`config.mk`:
```
export PLATFORM = sky130hd
export DESIGN_NAME = vexc_encoder
export DESIGN_NICKNAME = d
export VERILOG_FILES = /design/src/rtl/vexc_pkg.sv /design/src/rtl/vexc_classify.sv /design/src/rtl/vexc_result_mux.sv /design/src/rtl/vexc_status.sv /design/src/rtl/vexc_encoder.sv
export SDC_FILE = /design/constraint.sdc
export NUM_CORES = 1
export LEC_CHECK = 0
export BUFFER_PORTS_ARGS = -buffer_cell sky130_fd_sc_hd__buf_4
export CORE_MARGIN = 3
export CORE_UTILIZATION = 36
export DETAILED_ROUTE_END_ITERATION = 16
export PLACE_DENSITY = 0.68
export SLEW_MARGIN = 20
export SYNTH_ARGS = -nofsm -noshare
export SYNTH_HDL_FRONTEND = slang
export SYNTH_SLANG_ARGS = --single-unit
```
`constraint.sdc`:
```
create_clock -name clk -period 2.05 [get_ports clk]
set_input_delay 0.41 -clock clk [delete_from_list [all_inputs] [get_ports clk]]
set_output_delay 0.41 -clock clk [all_outputs]
set_load 0.02 [all_outputs]
```
`src/rtl/vexc_pkg.sv`:
```
package vexc_pkg;

    localparam int ELEM_W    = 64;
    localparam int WORD_W    = 32;
    localparam int ETYPE_W   = 4;
    localparam int NUM_KIND  = 5;
    localparam int SIGN_BIT  = 15;

    localparam int K_UNF = 0;
    localparam int K_DVZ = 1;
    localparam int K_OVF = 2;
    localparam int K_RSV = 3;
    localparam int K_IOV = 4;

    typedef enum logic [1:0] {
        FMT_F = 2'd0,
        FMT_D = 2'd1,
        FMT_G = 2'd2,
        FMT_L = 2'd3
    } elem_fmt_e;

    typedef enum logic [1:0] {
        ACT_PASS  = 2'd0,
        ACT_ZERO  = 2'd1,
        ACT_RESOP = 2'd2
    } wr_action_e;

    typedef struct packed {
        logic iov;
        logic rsv;
        logic ovf;
        logic dvz;
        logic unf;
    } exc_flags_t;

    typedef struct packed {
        wr_action_e            act;
        logic [ETYPE_W-1:0]    etype;
        logic [NUM_KIND-1:0]   rec;
    } elem_decision_t;

    function automatic logic [ELEM_W-1:0] resop_word(input logic [ETYPE_W-1:0] et);
        logic [ELEM_W-1:0] w;
        w = '0;
        w[SIGN_BIT] = 1'b1;
        w[ETYPE_W-1:0] = et;
        return w;
    endfunction

    function automatic logic [ELEM_W-1:0] low_word(input logic [ELEM_W-1:0] v);
        return {{(ELEM_W-WORD_W){1'b0}}, v[WORD_W-1:0]};
    endfunction

endpackage

```
`src/rtl/vexc_classify.sv`:
```
module vexc_classify
    import vexc_pkg::*;
(
    input  elem_fmt_e       fmt,
    input  exc_flags_t      flags,
    input  logic            exc_en,
    output elem_decision_t  dec
);
    logic [ETYPE_W-1:0] fl_et;

    always_comb begin
        fl_et        = '0;
        fl_et[K_UNF] = flags.unf & exc_en;
        fl_et[K_DVZ] = flags.dvz;
        fl_et[K_OVF] = flags.ovf;
        fl_et[K_RSV] = flags.rsv;

        dec = '{act: ACT_PASS, etype: '0, rec: '0};
        if (fmt == FMT_L) begin
            dec.rec[K_RSV] = flags.rsv;
            dec.rec[K_IOV] = flags.iov & exc_en;
        end else if (fl_et != '0) begin
            dec.act             = ACT_RESOP;
            dec.etype           = fl_et;
            dec.rec[ETYPE_W-1:0] = fl_et;
        end else if (flags.unf) begin
            dec.act = ACT_ZERO;
        end
    end
endmodule

```
`src/rtl/vexc_result_mux.sv`:
```
module vexc_result_mux
    import vexc_pkg::*;
(
    input  elem_fmt_e          fmt,
    input  logic [ELEM_W-1:0]  raw,
    input  elem_decision_t     dec,
    output logic [ELEM_W-1:0]  word
);
    logic narrow;
    assign narrow = (fmt == FMT_F) || (fmt == FMT_L);

    always_comb begin
        unique case (dec.act)
            ACT_RESOP: word = resop_word(dec.etype);
            ACT_ZERO:  word = '0;
            default:   word = narrow ? low_word(raw) : raw;
        endcase
    end
endmodule

```
`src/rtl/vexc_status.sv`:
```
module vexc_status
    import vexc_pkg::*;
#(
    parameter int NUM_VREG = 16,
    localparam int IDX_W   = $clog2(NUM_VREG)
) (
    input  logic                 clk,
    input  logic                 rst,
    input  logic                 clr,
    input  logic                 hit,
    input  logic [NUM_KIND-1:0]  kinds,
    input  logic [IDX_W-1:0]     dest,
    output logic [NUM_KIND-1:0]  sum,
    output logic [NUM_VREG-1:0]  regmask
);
    logic any;
    assign any = hit && (kinds != '0);

    always_ff @(posedge clk) begin
        if (rst)
            sum <= '0;
        else
            sum <= (clr ? '0 : sum) | (hit ? kinds : '0);
    end

    for (genvar g = 0; g < NUM_VREG; g++) begin : g_mask
        always_ff @(posedge clk) begin
            if (rst)
                regmask[g] <= 1'b0;
            else
                regmask[g] <= (regmask[g] & ~clr) | (any && (dest == IDX_W'(g)));
        end
    end
endmodule

```
`src/rtl/vexc_encoder.sv`:
```
module vexc_encoder
    import vexc_pkg::*;
#(
    parameter int NUM_VREG = 16,
    localparam int IDX_W   = $clog2(NUM_VREG)
) (
    input  logic                 clk,
    input  logic                 rst,
    input  logic                 elem_valid,
    input  logic [1:0]           elem_fmt,
    input  logic [ELEM_W-1:0]    raw_result,
    input  logic                 flg_ovf,
    input  logic                 flg_unf,
    input  logic                 flg_dvz,
    input  logic                 flg_rsv,
    input  logic                 flg_iov,
    input  logic                 exc_en,
    input  logic [IDX_W-1:0]     dest_reg,
    input  logic                 clr_exc,
    output logic                 wr_valid,
    output logic [ELEM_W-1:0]    wr_data,
    output logic [IDX_W-1:0]     wr_reg,
    output logic [NUM_KIND-1:0]  exc_sum,
    output logic [NUM_VREG-1:0]  exc_regmask
);
    elem_fmt_e         fmt;
    exc_flags_t        flags;
    elem_decision_t    dec;
    logic [ELEM_W-1:0] word;

    assign fmt   = elem_fmt_e'(elem_fmt);
    assign flags = '{iov: flg_iov, rsv: flg_rsv, ovf: flg_ovf, dvz: flg_dvz, unf: flg_unf};

    vexc_classify u_classify (
        .fmt    (fmt),
        .flags  (flags),
        .exc_en (exc_en),
        .dec    (dec)
    );

    vexc_result_mux u_mux (
        .fmt  (fmt),
        .raw  (raw_result),
        .dec  (dec),
        .word (word)
    );

    vexc_status #(.NUM_VREG(NUM_VREG)) u_status (
        .clk     (clk),
        .rst     (rst),
        .clr     (clr_exc),
        .hit     (elem_valid),
        .kinds   (dec.rec),
        .dest    (dest_reg),
        .sum     (exc_sum),
        .regmask (exc_regmask)
    );

    always_ff @(posedge clk) begin
        if (rst) begin
            wr_valid <= 1'b0;
            wr_data  <= '0;
            wr_reg   <= '0;
        end else begin
            wr_valid <= elem_valid;
            if (elem_valid) begin
                wr_data <= word;
                wr_reg  <= dest_reg;
            end
        end
    end
endmodule

```
==> results of run 1 <==
-- area by class of cell --
class	instances	area [sq um]	area share, %
clock buffer	9	123.9	2.463
clock inverter	7	76.32	1.517
inverter	1	3.754	0.07463
multi-input combinational	269	1488	29.58
sequential	90	1802	35.82
tap	126	157.7	3.134
timing repair buffer	182	1379	27.41
-- logic make-up (layout without fill, tap and decap cells) --
group	Yosys count	in the layout
buffers and inverters	31	199
multiplexers	5	5
AND/OR/NAND/NOR	172	172
flip-flops	90	90
adder cells (fa/ha/maj)	2	2
AO/OA/AOI/OAI	90	90
-- worst min-delay path: stages --
cell	delay (ns)
buf_4	0.08
a21oi_1	0.05
nor2_1	0.07
-- power by group through the flow --
stage | logic [W] | clock network (W) | registers [W]
after CTS | 0.000513 | 0.00125 | 0.00183
after floorplan | 0.000184 | 0 | 0.00193
final | 0.000508 | 0.00122 | 0.00183
after global placement | 0.000504 | 0 | 0.00187
after global routing | 0.000553 | 0.00133 | 0.00183
after detailed placement | 0.000512 | 0 | 0.00187
-- cells in the final DEF, fill, tap and decap left out, drive strengths merged, types with 2 or more instances in the layout --
master and count:
nand3b 3, o2bb2ai 3, a21oi 64, buf 182, o41ai 8, nor2 67, mux2i 4, ha 2
a22o 3, nand3 2, o31ai 8, inv 3, nor2b 64, nand2 25, clkbuf 9, clkinvlp 2
nand2b 5, dfxtp 90, clkinv 2, nor3 2
-- per-stage QoR --
step                setup WS, ns  TNS (ns)
finish                    0.2844         0
CTS                       0.2834         0
global route              0.1449         0
floorplan                0.06892         0
detailed placement      -0.09338    -3.232
global placement        -0.01269   -0.1431
-- worst max-delay path by stage --
stage | from | end | depth (start not counted)
after detailed placement | elem_fmt[0] | wr_data[30]$_SDFFE_PP0P_ | 9
final | elem_fmt[0] | wr_data[42]$_SDFFE_PP0P_ | 9
after global placement | elem_fmt[0] | wr_data[21]$_SDFFE_PP0P_ | 9
after CTS | elem_fmt[0] | wr_data[42]$_SDFFE_PP0P_ | 9
after floorplan | elem_fmt[0] | wr_data[33]$_SDFFE_PP0P_ | 9
after global routing | elem_fmt[0] | wr_data[46]$_SDFFE_PP0P_ | 9
-- per-layer routing --
metal,share of wire (%),up-vias,GRT usage [%]
met3,6.8,11,5.100
met1,44,1479,22.25
met5,0,-,0
met2,47,110,29.16
li1,-,1619,-
met4,2.0,0,6.933
==> flow_summary.json, run 1 <==
{
  "outcome": "completed",
  "peakVddDrop_mv": 0.5154,
  "largest_register_ffs": 64,
  "yosysUniqueCellTypes": 30,
  "slew_viol_final": 0,
  "whs_endpoint": "wr_data[59]$_SDFFE_PP0P_",
  "fin_nets": 635,
  "stdcell_area_sq_um": 5030,
  "whs_path_depth": 3,
  "drive_above_1_share_pct": 36.56,
  "intPower_w": 0.002620,
  "synth_compound_area_share_pct": 16.44,
  "ys_ff_latch": 90,
  "crit_chain": "buf_4 -> ha_1 -> nor2b_1 -> nand3b_1 -> ha_1 -> and3_1 -> buf_4 -> a21oi_1 -> nor2_1",
  "synth_top_area_cell": "dfxtp_1",
  "cp.arrival_ns": 1.98,
  "clock_tree.root_cell": "clkbuf_8",
  "pwr-share-clk_pct": 34.4,
  "die_w_um": 103.6,
  "drtPass1Iterations": 4,
  "cp_num_buf_inv": 2,
  "synth.most_common_cell": "dfxtp_1",
  "pwr-share-seq_pct": 51.3,
  "postCtsResizedCells": 0,
  "cp_max_fo": 20,
  "cts_max_level": 3,
  "clk_pin_slew_ns": 0.09,
  "syn-num-nets": 472,
  "port_buffers": 169,
  "async_reset_ff_share_pct": 0,
  "largest-register": "wr_data",
  "synth_top_family_by_area": "simple AND/OR/NAND/NOR gates",
  "insertion_delay_ns": 0.34,
  "syn_avg_cell_area_sq_um": 8.784,
  "skew_ns": 0,
  "muxShareOfSynthArea_pct": 1.607,
  "synth-main-ff-cell": "dfxtp_1",
  "crit_path_end_kind": "register",
  "ys_top_cells_by_area": "dfxtp_1 (53%), nor2b_1 (12%), a21oi_1 (9.3%)",
  "syn_inst": 390,
  "clockBufferDepth": 2,
  "finalCriticalPeriod_ns": 1.766,
  "power.density_nw_per_um2": 707.3,
  "hold_buffers": 0,
  "hold_start": "raw_result[59]",
  "ys_warn_count": 0,
  "synth_top_area_share_pct": 52.59,
  "leakage_nw": 2.272,
  "cap_violations": 0,
  "cts_buffers": 9,
  "regToRegStartpoint": "wr_data[9]$_SDFFE_PP0P_",
  "hold_ws_ns": 0.2841,
  "ys_top_cells_by_count": "dfxtp_1 (90), nor2_1 (67), a21oi_1 (64), nor2b_1 (64), nand2_1 (25)",
  "start_util_pct": 38.17,
  "cp_slowest_cell": "ha_1",
  "swShare_pct": 26.36,
  "synthAdderAreaFrac_pct": 0.7305,
  "num_io_pins": 170,
  "routed_wl_um": 9577,
  "drtIter0Drc": 96,
  "clkSinkCount": 90,
  "syn2layout_area_growth_pct": 46.82,
  "drc_errors": 0,
  "grt_usage_pct": 17.81,
  "reg_top3": "wr_data x64, u_status.regmask x16, u_status.sum x5",
  "hold_viol": 0,
  "tightest_slew_ns": 0.5207,
  "cts_tree": "yes",
  "place_area_sq_um": 4830,
  "dp.cells": 668,
  "cp-start-kind": "input port",
  "relSlewSlack_pct": 65.29,
  "setup_viol": 0,
  "grt_max_degree": 51,
  "dieArea_sq_um": 10720,
  "post-route-util_pct": 56.04,
  "drtAntennaViolNets": 0,
  "post-route-period-util_pct": 86.13,
  "synthXorXnorAreaFrac_pct": 0,
  "crit_family": "adder cells",
  "pwr-share-comb_pct": 14.3,
  "crit_path_max_incr_delay_ns": 0.36,
  "num_vias": 3219,
  "dp_hpwl_um": 7025,
  "instances_no_fill": 684,
  "ys_seq_area_share_pct": 52.59,
  "rsz0062_at_grt": "false",
  "reg2reg_setup_slack_ns": 1.27,
  "fp.dieH_um": 103.6,
  "post_drt_wl_per_cell_um": 14.00,
  "syn_area_sq_um": 3426,
  "regToRegEndpoint": "wr_data[9]$_SDFFE_PP0P_",
  "yosys.area_share.simple_pct": 24.65,
  "min_path_type": "input port to register",
  "grt_overflow": 0,
  "num-fill-cells": 818,
  "core_sq_um": 8976,
  "antenna_found_initial": 0,
  "crit_type": "input port to register",
  "gp_congestion": 0.7793,
  "cp_data_required_time_ns": 2.26,
  "grt_pass1_vias": 3170,
  "num_rows": 34,
  "grt_pass1_wl_um": 15950,
  "max_freq_mhz": 566.4,
  "total_power_w": 0.003557,
  "via_per_inst": 4.706,
  "power_switching_w": 0.0009378,
  "synth_edf_count": 0,
  "ff2ff_path_depth": 3,
  "post_cts_buffers": 0,
  "n_antenna_cell": 0
}
No activity file was read; power rests on OpenSTA's default activity.
==> run 2, diff against run 1 <==
--- a/config.mk
+++ b/config.mk
@@ -10,7 +10,7 @@
 export CORE_UTILIZATION = 36
 export DETAILED_ROUTE_END_ITERATION = 16
 export PLACE_DENSITY = 0.68
-export SLEW_MARGIN = 20
+export RECOVER_POWER = 25
 export SYNTH_ARGS = -nofsm -noshare
 export SYNTH_HDL_FRONTEND = slang
 export SYNTH_SLANG_ARGS = --single-unit
==> run 2 against run 1 <==
Worst setup slack got worse by 0.0072 ns. Sequential share of layout area rose by 0.99 points. Global-route usage did not move. Critical path type unchanged. Critical endpoint unchanged.
==> flow_summary.json, run 2 (synthesized netlist as in run 1, its figures left out) <==
{
  "fin_nets": 635,
  "pwr-share-comb_pct": 13.8,
  "post-route-period-util_pct": 86.48,
  "post_drt_wl_per_cell_um": 14.03,
  "cp_data_required_time_ns": 2.26,
  "total_power_w": 0.003538,
  "peakVddDrop_mv": 0.5161,
  "crit_path_end_kind": "register",
  "core_sq_um": 8976,
  "multi_input_area_sq_um": 1488,
  "drive_above_1_share_pct": 29.93,
  "n_antenna_cell": 0,
  "cp_max_fo": 20,
  "antenna_found_initial": 0,
  "grt_pass1_wl_um": 15950,
  "drtAntennaViolNets": 0,
  "num_io_pins": 170,
  "grt_pass1_vias": 3170,
  "grt_usage_pct": 17.81,
  "cp.arrival_ns": 1.98,
  "regArea_sq_um": 1802,
  "dp_hpwl_um": 7025,
  "tightest_slew_ns": 0.9852,
  "power.density_nw_per_um2": 722.9,
  "insertion_delay_ns": 0.34,
  "start_util_pct": 38.17,
  "min_path_type": "input port to register",
  "setup_viol": 0,
  "leakage_nw": 2.123,
  "largest-register": "wr_data",
  "routed_wl_um": 9597,
  "syn2layout_area_growth_pct": 42.88,
  "grt_max_degree": 51,
  "clkSinkCount": 90,
  "pre_cts_ws_ns": -0.09338,
  "finalCriticalPeriod_ns": 1.773,
  "pwr-share-clk_pct": 34.6,
  "num_rows": 34,
  "drtPass1Iterations": 4,
  "port_buffers": 169,
  "cts_buffers": 9,
  "post-route-util_pct": 54.53,
  "dieArea_sq_um": 10720,
  "outcome": "completed",
  "drtIter0Drc": 102,
  "final_common_cell": "buf_4",
  "max_freq_mhz": 564.1,
  "cap_violations": 0,
  "rsz0062_at_grt": "false",
  "layout_common_cells": "buf_4 (145), dfxtp_1 (90), nor2_1 (67)",
  "cts_max_level": 3,
  "setup_slack_ns": 0.2772,
  "intPower_w": 0.002600,
  "clock_tree.root_cell": "clkbuf_8",
  "post_cts_buffers": 0,
  "cp-start-kind": "input port",
  "gp_congestion": 0.7793,
  "fp.dieH_um": 103.6,
  "hold_ws_ns": 0.2843,
  "relSlewSlack_pct": 34.32,
  "clk_pin_slew_ns": 0.10,
  "power_switching_w": 0.0009381,
  "clockBufferDepth": 2,
  "crit_type": "input port to register",
  "hold_viol": 0,
  "postCtsResizedCells": 0,
  "reg_top3": "wr_data x64, u_status.regmask x16, u_status.sum x5",
  "largest_register_ffs": 64,
  "num-fill-cells": 865,
  "hold_buffers": 0,
  "pwr-share-seq_pct": 51.6,
  "swShare_pct": 26.51,
  "skew_ns": 0,
  "cts_tree": "yes",
  "num_vias": 3213,
  "die_w_um": 103.6,
  "drc_errors": 0,
  "slew_viol_final": 0,
  "via_per_inst": 4.697,
  "grt_overflow": 0
}
==> run 2: cell count changes in the layout (fill, tap and decap cells not counted) <==
cell / before / now
buf_4: 181 / 145
clkbuf_1: 0 / 36
inv_1: 0 / 1
inv_2: 1 / 0
==> run 2: power by group through the flow <==
| stage | Combinational (W) | Clock, W | Sequential (W) |
|---|---|---|---|
| after global placement | 0.000504 | 0 | 0.00187 |
| after global routing | 0.000533 | 0.00133 | 0.00183 |
| after CTS | 0.000513 | 0.00125 | 0.00183 |
| after floorplan | 0.000184 | 0 | 0.00193 |
| final | 0.000489 | 0.00122 | 0.00183 |
| after detailed placement | 0.000512 | 0 | 0.00187 |
==> run 2: layer usage <==
| layer | vias up | share of wire, % | global-route usage [%] |
|---|---|---|---|
| li1 | 1618 | - | - |
| met1 | 1472 | 44 | 22.25 |
| met2 | 110 | 47 | 29.16 |
| met3 | 13 | 6.7 | 5.100 |
| met4 | 0 | 2.1 | 6.933 |
| met5 | - | 0 | 0 |
==> run 2: area by class of cell <==
type                            instances  area share, %
Timing Repair Buffer                  182          25.41
Clock inverter                          7          1.559
Tap cell                              126          3.221
Clock buffer                            9          2.531
Inverter                                1        0.07669
Multi-Input combinational cell        269          30.39
Sequential cell                        90          36.81
==> run 2: final timing paths <==
check                              from                    endpoint  slack [ns]  cells past startpoint
min                      raw_result[29]    wr_data[29]$_SDFFE_PP0P_        0.28                      3
min reg2reg  u_status.sum[4]$_SDFF_PP0_  u_status.sum[4]$_SDFF_PP0_        0.45                      2
max reg2reg     wr_data[2]$_SDFFE_PP0P_     wr_data[2]$_SDFFE_PP0P_        1.25                      3
max                         elem_fmt[0]    wr_data[42]$_SDFFE_PP0P_        0.28                      9
==> run 2: per-stage QoR <==
stage	instance area [sq um]	instances	TNS (ns)
6_report	4895	684	0
4_1_cts	5030	684	0
3_5_place_dp	4830	668	-3.232
5_1_grt	4895	684	0
3_3_place_gp	4830	668	-0.1431
2_1_floorplan	3426	390	0
==> run 2: critical path: stages <==
cell	delay, ns
buf_4	0.11
ha_1	0.19
nor2b_1	0.15
nand3b_1	0.11
ha_1	0.36
and3_1	0.21
buf_4	0.21
a21oi_1	0.16
nor2_1	0.05
==> run 3, diff against run 2 <==
--- a/config.mk
+++ b/config.mk
@@ -8,8 +8,9 @@
 export BUFFER_PORTS_ARGS = -buffer_cell sky130_fd_sc_hd__buf_4
 export CORE_MARGIN = 3
 export CORE_UTILIZATION = 36
+export CTS_BUF_LIST = sky130_fd_sc_hd__clkbuf_4 sky130_fd_sc_hd__clkbuf_8
 export DETAILED_ROUTE_END_ITERATION = 16
-export PLACE_DENSITY = 0.68
+export PLACE_DENSITY = 0.65
 export RECOVER_POWER = 25
 export SYNTH_ARGS = -nofsm -noshare
 export SYNTH_HDL_FRONTEND = slang
==> constraint.sdc (replaced) <==
create_clock -name clk -period 1.7 [get_ports clk]
set_input_delay 0.34 -clock clk [delete_from_list [all_inputs] [get_ports clk]]
set_output_delay 0.34 -clock clk [all_outputs]
set_load 0.02 [all_outputs]
==> run 3 against run 2 <==
Sequential cell count stayed put. First-iteration DRC count is 2.0% higher. Routed wire length is 2.3% higher. Core utilization is 1.9 points higher. Clock-buffer cell count is 2 higher. Via count is 0.16% higher. Critical path type unchanged. Largest power group unchanged.
==> flow_summary.json, run 3 (synthesized netlist as in run 1, its figures left out) <==
{
  "outcome": "completed",
  "cp_slowest_cell": "ha_1",
  "dp.cells": 672,
  "tightest_slew_ns": 0.5736,
  "crit_path_end_kind": "register",
  "max_freq_mhz": 633.4,
  "peakVddDrop_mv": 0.3646,
  "grtUsageMet1_pct": 23.07,
  "n_antenna_cell": 0,
  "final_common_cell": "buf_4",
  "antenna_found_initial": 0,
  "slew_viol_final": 0,
  "cp_data_required_time_ns": 1.92,
  "min_path_type": "input port to register",
  "crit_family": "adder cells",
  "num-fill-cells": 858,
  "cp_num_buf_inv": 2,
  "relSlewSlack_pct": 61.76,
  "grtUsageMet2_pct": 27.34,
  "largest-register": "wr_data",
  "cts_max_level": 3,
  "cp.arrival_ns": 1.80,
  "port_buffers": 169,
  "post_drt_wl_per_cell_um": 14.26,
  "layout_common_cells": "buf_4 (145), dfxtp_1 (90), nor2_1 (67)",
  "cp-startpoint": "elem_fmt[0]",
  "drc_errors": 0,
  "fp.dieH_um": 103.6,
  "cts_tree": "yes",
  "pre_cts_ws_ns": -0.4083,
  "grt_overflow": 0,
  "leakage_nw": 2.178,
  "clockBufferDepth": 2,
  "post-route-util_pct": 56.45,
  "core_sq_um": 8976,
  "fin_nets": 639,
  "instances_no_fill": 688,
  "routed_wl_um": 9814,
  "grt_pass1_wl_um": 15750,
  "regToRegStartpoint": "wr_data[52]$_SDFFE_PP0P_",
  "crit_path_max_incr_delay_ns": 0.34,
  "reg2reg_setup_slack_ns": 0.92,
  "post_cts_buffers": 0,
  "crit_chain": "buf_4 -> ha_4 -> nor2b_2 -> nand3b_1 -> ha_1 -> and2_2 -> buf_8 -> a21oi_1 -> nor2_1",
  "critPathCapture": "wr_data[8]$_SDFFE_PP0P_",
  "grt_pass1_vias": 3196,
  "grt_usage_pct": 17.94,
  "insertion_delay_ns": 0.34,
  "num_rows": 34,
  "hold_buffers": 0,
  "dp_hpwl_um": 7133,
  "cp-start-kind": "input port",
  "grt.busiest_layer": "met2",
  "use_met3_pct": 6.468,
  "skew_ns": 0,
  "cp_max_fo": 16,
  "grt_max_degree": 38,
  "largest_register_ffs": 64,
  "start_util_pct": 38.17,
  "drive_above_1_share_pct": 35.23,
  "drtIter0Drc": 104,
  "path_depth": 9,
  "via_per_inst": 4.677,
  "setup_slack_ns": 0.1213,
  "clkSinkCount": 90,
  "clock_tree.root_cell": "clkbuf_8",
  "cts_buffers": 9,
  "regToRegEndpoint": "wr_data[52]$_SDFFE_PP0P_",
  "drtAntennaViolNets": 0,
  "ff2ff_path_depth": 3,
  "finalCriticalPeriod_ns": 1.579,
  "power.density_nw_per_um2": 854.7,
  "dieArea_sq_um": 10720,
  "num_vias": 3218,
  "rsz0062_at_grt": "false",
  "cap_violations": 0,
  "reg_top3": "wr_data x64, u_status.regmask x16, u_status.sum x5",
  "crit_type": "input port to register",
  "clk_pin_slew_ns": 0.09,
  "hold_viol": 0,
  "die_w_um": 103.6,
  "post-route-period-util_pct": 92.87,
  "syn2layout_area_growth_pct": 47.92,
  "num_io_pins": 170,
  "gp_congestion": 0.7434,
  "drtPass1Iterations": 4,
  "setup_viol": 0
}
-- run 3: layout make-up --
class	count	area (sq um)	area share (%)
Sequential cell	90	1802	35.56
Multi-Input combinational cell	269	1592	31.41
Timing Repair Buffer	186	1305	25.75
Tap cell	126	157.7	3.111
Clock buffer	11	145.1	2.864
Clock inverter	5	62.56	1.235
Inverter	1	3.754	0.07407
-- run 3: timing repair --
item                                    4_1_cts  5_1_grt
endpoints found under the setup margin        7       20
pin swaps                                     0        1
resized for setup                             1        5
-- run 3: metrics by stage --
step	TNS, ns	area, sq um	hold WS, ns	total power (W)
finish	0	5067	0.2213	0.004331
global route	0	5067	0.1996	0.004532
CTS	0	5189	0.1955	0.004426
detailed placement	-19.78	4976	0.4415	0.002912
global placement	-15.08	4976	0.4361	0.002901
floorplan	-1.354	3566	0.4417	0.002578
-- run 3: worst min path at each step --
stage / from / to / slack [ns] / depth (start not counted)
floorplan: dest_reg[0] / u_status.regmask[6]$_SDFF_PP0_ / 0.44 / 1
global placement: u_status.sum[0]$_SDFF_PP0_ / u_status.sum[0]$_SDFF_PP0_ / 0.44 / 2
detailed placement: u_status.sum[0]$_SDFF_PP0_ / u_status.sum[0]$_SDFF_PP0_ / 0.44 / 2
CTS: raw_result[34] / wr_data[34]$_SDFFE_PP0P_ / 0.20 / 3
global route: raw_result[56] / wr_data[56]$_SDFFE_PP0P_ / 0.20 / 3
finish: raw_result[62] / wr_data[62]$_SDFFE_PP0P_ / 0.22 / 3
-- run 3: layer usage --
metal,share of wire [%],routed length (um),vias to the layer above
li1,-,-,1624
met1,43,4218,1462
met2,46,4497,119
met3,9.2,907,13
met4,1.9,190,0
met5,0,0,-
-- run 3: worst reg2reg max path: stages, from the launching register on --
cell	delay, ns
dfxtp_1	0.32
nor2b_1	0.12
a21oi_1	0.15
nor2_1	0.07
-- run 3: where the power goes --
group,switching [W],internal [W]
combinational,0.000337,0.000300
clock,0.000747,0.000745
sequential,0.0000306,0.00217
